==> src/rtl/spireg_pkg.sv <==
package spireg_pkg;
  localparam int BYTE_W     = 8;
  localparam int REG_ADDR_W = 6;

  typedef struct packed {
    logic                  dir_wr;
    logic                  step;
    logic [REG_ADDR_W-1:0] addr;
  } cmd_t;
endpackage

==> src/rtl/spireg_sync.sv <==
module spireg_sync #(
  parameter int             WIDTH   = 3,
  parameter int             STAGES  = 2,
  parameter logic [WIDTH-1:0] RST_VAL = '0
) (
  input  logic             clk,
  input  logic             rst,
  input  logic [WIDTH-1:0] din,
  output logic [WIDTH-1:0] dout
);
  logic [WIDTH-1:0] chain [STAGES];

  for (genvar s = 0; s < STAGES; s++) begin : g_stage
    always_ff @(posedge clk) begin
      if (rst)      chain[s] <= RST_VAL;
      else if (s == 0) chain[s] <= din;
      else          chain[s] <= chain[(s == 0) ? 0 : s-1];
    end
  end

  assign dout = chain[STAGES-1];
endmodule

==> src/rtl/spireg_frame.sv <==
module spireg_frame
  import spireg_pkg::*;
#(
  parameter int AW = REG_ADDR_W,
  parameter int DW = BYTE_W
) (
  input  logic                   clk,
  input  logic                   rst,
  input  logic                   ss_s,
  input  logic                   sck_s,
  input  logic                   mosi_s,
  output logic                   reg_wr,
  output logic                   reg_rd,
  output logic [AW-1:0]          reg_addr,
  output logic [DW-1:0]          reg_wdata,
  output logic [$clog2(DW)-1:0]  bit_cnt,
  output logic                   rd_phase,
  output logic                   sck_fall
);
  localparam int BW = $clog2(DW);

  logic          sck_q;
  logic [DW-1:0] rx_sh;
  logic          in_cmd, is_wr, step_q;
  logic [AW-1:0] addr_q;

  wire           active    = ~ss_s;
  wire           sck_rise  = sck_s & ~sck_q;
  wire [DW-1:0]  byte_in   = {rx_sh[DW-2:0], mosi_s};
  cmd_t          cmd;
  assign cmd      = cmd_t'(byte_in);
  assign sck_fall = ~sck_s & sck_q;
  assign rd_phase = active & ~in_cmd & ~is_wr;

  always_ff @(posedge clk) begin
    if (rst) begin
      sck_q     <= 1'b0;
      rx_sh     <= '0;
      bit_cnt   <= '0;
      in_cmd    <= 1'b1;
      is_wr     <= 1'b0;
      step_q    <= 1'b0;
      addr_q    <= '0;
      reg_wr    <= 1'b0;
      reg_rd    <= 1'b0;
      reg_addr  <= '0;
      reg_wdata <= '0;
    end else begin
      sck_q  <= sck_s;
      reg_wr <= 1'b0;
      reg_rd <= 1'b0;
      if (!active) begin
        bit_cnt <= '0;
        in_cmd  <= 1'b1;
        is_wr   <= 1'b0;
      end else if (sck_rise) begin
        rx_sh   <= byte_in;
        bit_cnt <= bit_cnt + BW'(1);
        if (bit_cnt == BW'(DW-1)) begin
          if (in_cmd) begin
            in_cmd <= 1'b0;
            is_wr  <= cmd.dir_wr;
            step_q <= cmd.step;
            if (cmd.dir_wr) begin
              addr_q <= cmd.addr;
            end else begin
              reg_rd   <= 1'b1;
              reg_addr <= cmd.addr;
              addr_q   <= cmd.addr + AW'(cmd.step);
            end
          end else if (is_wr) begin
            reg_wr    <= 1'b1;
            reg_addr  <= addr_q;
            reg_wdata <= byte_in;
            addr_q    <= addr_q + AW'(step_q);
          end else begin
            reg_rd   <= 1'b1;
            reg_addr <= addr_q;
            addr_q   <= addr_q + AW'(step_q);
          end
        end
      end
    end
  end

  p_one_strobe_r1: assert property (@(posedge clk) disable iff (rst)
    $onehot0({reg_wr, reg_rd}));

  p_quiet_idle_r4: assert property (@(posedge clk) disable iff (rst)
    (ss_s && $past(ss_s)) |-> (!reg_wr && !reg_rd));

  p_rd_spaced_r9: assert property (@(posedge clk) disable iff (rst)
    reg_rd |=> !reg_rd);
endmodule

==> src/rtl/spireg_txshift.sv <==
module spireg_txshift #(
  parameter int DW = 8
) (
  input  logic                  clk,
  input  logic                  rst,
  input  logic                  rd_stb,
  input  logic [DW-1:0]         rdata,
  input  logic                  sck_fall,
  input  logic [$clog2(DW)-1:0] bit_cnt,
  input  logic                  rd_phase,
  output logic                  miso,
  output logic                  oe
);
  logic [DW-1:0] tx_sh;
  logic          rd_q;

  always_ff @(posedge clk) begin
    if (rst) begin
      tx_sh <= '0;
      rd_q  <= 1'b0;
      oe    <= 1'b0;
    end else begin
      rd_q <= rd_stb;
      oe   <= rd_phase;
      if (rd_q)
        tx_sh <= rdata;
      else if (sck_fall && rd_phase && bit_cnt != '0)
        tx_sh <= {tx_sh[DW-2:0], 1'b0};
    end
  end

  assign miso = tx_sh[DW-1];
endmodule

==> src/rtl/spireg_top.sv <==
module spireg_top
  import spireg_pkg::*;
#(
  parameter int AW          = REG_ADDR_W,
  parameter int DW          = BYTE_W,
  parameter int SYNC_STAGES = 2
) (
  input  logic          clk,
  input  logic          rst,
  input  logic          ss_n,
  input  logic          sck,
  input  logic          mosi,
  output logic          miso,
  output logic          sdo_oe,
  output logic          reg_wr,
  output logic          reg_rd,
  output logic [AW-1:0] reg_addr,
  output logic [DW-1:0] reg_wdata,
  input  logic [DW-1:0] reg_rdata
);
  localparam int BW = $clog2(DW);

  logic [2:0]    pins_s;
  logic [BW-1:0] bit_cnt;
  logic          rd_phase, sck_fall;
  logic          ss_q;

  spireg_sync #(.WIDTH(3), .STAGES(SYNC_STAGES), .RST_VAL(3'b100)) u_sync (
    .clk(clk), .rst(rst), .din({ss_n, sck, mosi}), .dout(pins_s)
  );

  spireg_frame #(.AW(AW), .DW(DW)) u_frame (
    .clk(clk), .rst(rst), .ss_s(pins_s[2]), .sck_s(pins_s[1]), .mosi_s(pins_s[0]),
    .reg_wr(reg_wr), .reg_rd(reg_rd), .reg_addr(reg_addr), .reg_wdata(reg_wdata),
    .bit_cnt(bit_cnt), .rd_phase(rd_phase), .sck_fall(sck_fall)
  );

  spireg_txshift #(.DW(DW)) u_tx (
    .clk(clk), .rst(rst), .rd_stb(reg_rd), .rdata(reg_rdata), .sck_fall(sck_fall),
    .bit_cnt(bit_cnt), .rd_phase(rd_phase), .miso(miso), .oe(sdo_oe)
  );

  always_ff @(posedge clk) begin
    if (rst) ss_q <= 1'b1;
    else     ss_q <= pins_s[2];
  end

  p_no_oe_on_write_r7: assert property (@(posedge clk) disable iff (rst)
    reg_wr |-> !sdo_oe);

  p_sck_low_at_select_r6: assert property (@(posedge clk) disable iff (rst)
    (ss_q && !pins_s[2]) |-> !pins_s[1]);
endmodule

==> config.mk <==
export PLATFORM = sky130hd
export DESIGN_NAME = spireg_top
export DESIGN_NICKNAME = d
export VERILOG_FILES = /design/src/rtl/spireg_pkg.sv /design/src/rtl/spireg_sync.sv /design/src/rtl/spireg_frame.sv /design/src/rtl/spireg_txshift.sv /design/src/rtl/spireg_top.sv
export SDC_FILE = /design/constraint.sdc
export NUM_CORES = 1
export LEC_CHECK = 0
export BUFFER_PORTS_ARGS = -buffer_cell sky130_fd_sc_hd__clkbuf_2
export CORE_UTILIZATION = 50
export DETAILED_ROUTE_END_ITERATION = 8
export HOLD_SLACK_MARGIN = 0.12
export PLACE_DENSITY = 0.82
export SLEW_MARGIN = 15
export SYNTH_ARGS = -nofsm -noshare
export SYNTH_HDL_FRONTEND = slang
export SYNTH_SLANG_ARGS = --single-unit
export TNS_END_PERCENT = 1
==> constraint.sdc <==
create_clock -name clk -period 1.53 [get_ports clk]
set_input_delay 0.3825 -clock clk [delete_from_list [all_inputs] [get_ports clk]]
set_output_delay 0.3825 -clock clk [all_outputs]
set_load 0.01 [all_outputs]
==> results.json <==
{
  "status": "completed",
  "initial_core_util_pct": 52.1,
  "die_h_um": 69.6,
  "grt_max_degree": 22,
  "antenna_found_initial": 0,
  "grtUsageMet1_pct": 25.7,
  "end_kind": "register",
  "min_period_ps": 1500,
  "cts_tree": "done",
  "worstMarginPinSlew_ps": 451,
  "htreeDepth": 2,
  "io_buffers": 30,
  "whs_endpoint": "u_sync.chain[0][2]",
  "leakage_nw": 1.08,
  "grt_usage_pct": 21.2,
  "setup_viol": 0,
  "synth_top_area_share_pct": 45.6,
  "finalInstanceArea_um2": 2740,
  "critPathMaxFanout": 6,
  "syn_inst": 250,
  "regToRegEndpoint": "u_frame.addr_q[3]",
  "clock.fmax_mhz": 666,
  "synth_top_area_cell": "dfxtp_1",
  "min_path_cells": 2,
  "ys_warn_count": 0,
  "ios": 31,
  "grt_pass1_vias": 1726,
  "dr.pass1.iters": 4,
  "grt-ovfl-total": 0,
  "path_clk_slew_ps": 100,
  "synth_edf_count": 0,
  "route.vias.total": 1888,
  "fin_crit_sh_pct": 98.2,
  "rows": 24,
  "crit_start": "u_frame.bit_cnt[1]",
  "drtIter0Drc": 55,
  "cap_violations": 0,
  "vdd_drop_max_mv": 0.590,
  "p_total_w": 0.00224,
  "wirelength_um": 4740,
  "synthArstFlopShare_pct": 0,
  "worstPathRequired_ps": 1740,
  "cts_buffers": 5,
  "timing.rr.start": "u_frame.bit_cnt[1]",
  "placedInstanceArea_um2": 2540,
  "cp.arrival_ps": 1720,
  "ant_nets": 0,
  "drive_gt1_share_pct": 27.9,
  "syn_nets": 270,
  "synthFlopType": "dfxtp_1",
  "grt.busiest_layer": "met2",
  "fin_nets": 306,
  "drc": 0,
  "slowest_stage": "dfxtp_2",
  "ys_seq_elements": 52,
  "synthTopCellsByArea": "dfxtp_1 46%, mux2i_1 7.5%, a21oi_1 5.0%",
  "crit_type": "reg2reg",
  "regArea_um2": 1040,
  "worstSetupStartpointType": "register",
  "dp_hpwl_um": 3190,
  "viasPerCell": 5.57,
  "fill_cells": 360,
  "gp_congestion": 0.892,
  "synth.distinct_cells": 41,
  "core_um2": 4380,
  "post-synth-top-count-cell": "dfxtp_1",
  "skew_ps": 6.89,
  "rsz0062_at_grt": "yes",
  "cp_cell_sequence": "ha_4 -> ha_4 -> and4bb_4 -> nand3_2 -> o21ai_2 -> a2111oi_2",
  "p_per_area_nw_per_um2": 817,
  "ys_seq_area_share_pct": 45.6,
  "use_met2_pct": 36.4,
  "syn2layout_area_growth_pct": 19.9,
  "met3_usage_pct": 4.51,
  "die-area_um2": 4840,
  "wl_per_cell_um": 14.0,
  "synthesis.area_um2": 2280,
  "diodes": 0,
  "clock_path_buffers": 2,
  "final_hold_viol_count": 0,
  "numClockSinks": 52,
  "r2r_slack_ps": 30,
  "max_stage_delay_ps": 350,
  "drv_slew": 0,
  "slew_headroom_pct": 69.8,
  "avgSynthCellArea_um2": 9.13,
  "synth_common_cells": "52 x dfxtp_1, 24 x nand2_1, 24 x nor2_1",
  "cts.root.buffer_cell": "clkbuf_8",
  "clk_latency_ps": 310,
  "multi_input_area_um2": 1230,
  "hp-start": "ss_n",
  "worst_path_most_repeated_cell": "ha_4",
  "r2r_cells": 6,
  "grt_pass1_wl_um": 8160,
  "dieWidth_um": 69.6,
  "holdCritPathClass": "in2reg"
}
-- cells by family (layout without fill, tap and decap cells) --
logic type                 after synthesis  after routing  synth area share (%)
AOI/OAI and AO/OA                       54             54                  15.6
muxes                                   17             17                  7.45
buffers and inverters                   22             59                  4.71
adders and majority gates                7              7                  3.84
xor gates and xnor gates                 5              5                  1.92
DFF                                     52             52                  45.6
and+or+nand+nor                         93             93                  20.9
-- state kept, by name, summed over array words and instances, names as in the netlist, 3 cells and up --
signal,flops
u_sync.chain,6
u_frame.reg_addr,6
u_frame.bit_cnt,3
u_tx.tx_sh,8
u_frame.addr_q,6
u_frame.rx_sh,7
u_frame.reg_wdata,8
-- per-layer routing --
| metal | up-vias | part of all wire (%) |
|---|---|---|
| met3 | 10 | 4.2 |
| met4 | 0 | 2.2 |
| li1 | 938 | - |
| met2 | 49 | 50 |
| met1 | 891 | 44 |
| met5 | - | 0 |
-- critical path, delay by kind of cell, from the launching register on --
family	cells	cell delay (ps)
flops	1	350
compound gates	2	410
simple gates	2	310
fa+ha+maj	2	340
-- cell usage in the layout (no fill, tap or decap), drive strengths merged, types with 2 or more instances in the layout --
cell type,count
a2bb2oi,2
nor3,2
nand2,25
inv,5
xnor2,4
nor2b,9
mux2i,17
nor3b,2
nor2,24
clkinv,2
nand2b,3
clkbuf,35
a211oi,15
o21ai,9
a21o,2
buf,17
nand4b,2
ha,7
a21oi,24
dfxtp,52
nor4,2
nand3b,2
or2,3
nand3,15
-- through the flow --
step	setup TNS (ps)	instances	hold slack (ps)	utilization [%]	setup WS, ps
global placement	-14.4	330	396	58.0	-14.4
global route	-210	339	250	62.5	-50.0
floorplan	0	250	389	-	0.945
finish	0	339	245	62.5	27.4
detailed placement	-286	330	402	58.0	-89.1
CTS	-10.9	339	240	61.5	-10.9
-- area by class of cell --
class                      instances  share of cell area, %
tap                               52                   2.38
sequential                        52                   38.1
clock buffer                       5                   2.51
inverter                           4                  0.548
multi-input combinational        176                   44.9
timing repair buffer              47                   10.7
clock inverter                     3                  0.822
-- timing repair --
action                                  CTS  global route
resized for setup                         9             9
hold buffers                              0             0
pin swaps                                 2             7
gates cloned                              0             0
setup buffers                             1             0
endpoints found under the setup margin   16            19
-- power by group --
group / internal, W / leakage, nW / switching [W]
Sequential: 0.00136 / 0.421 / 0.00000648
Clock: 0.000328 / 0.0485 / 0.000470
Combinational: 0.0000321 / 0.612 / 0.0000399
-- worst max-delay path by stage --
| stage | slack [ps] | endpoint |
|---|---|---|
| finish | 30 | u_frame.addr_q[3] |
| global route | -50 | u_tx.tx_sh[3] |
| CTS | -10 | u_frame.addr_q[3] |
| detailed placement | -90 | u_frame.addr_q[3] |
| global placement | -10 | u_frame.addr_q[3] |
| floorplan | 0.9 | u_frame.reg_addr[5] |
Power figures use the tool's default switching activity.
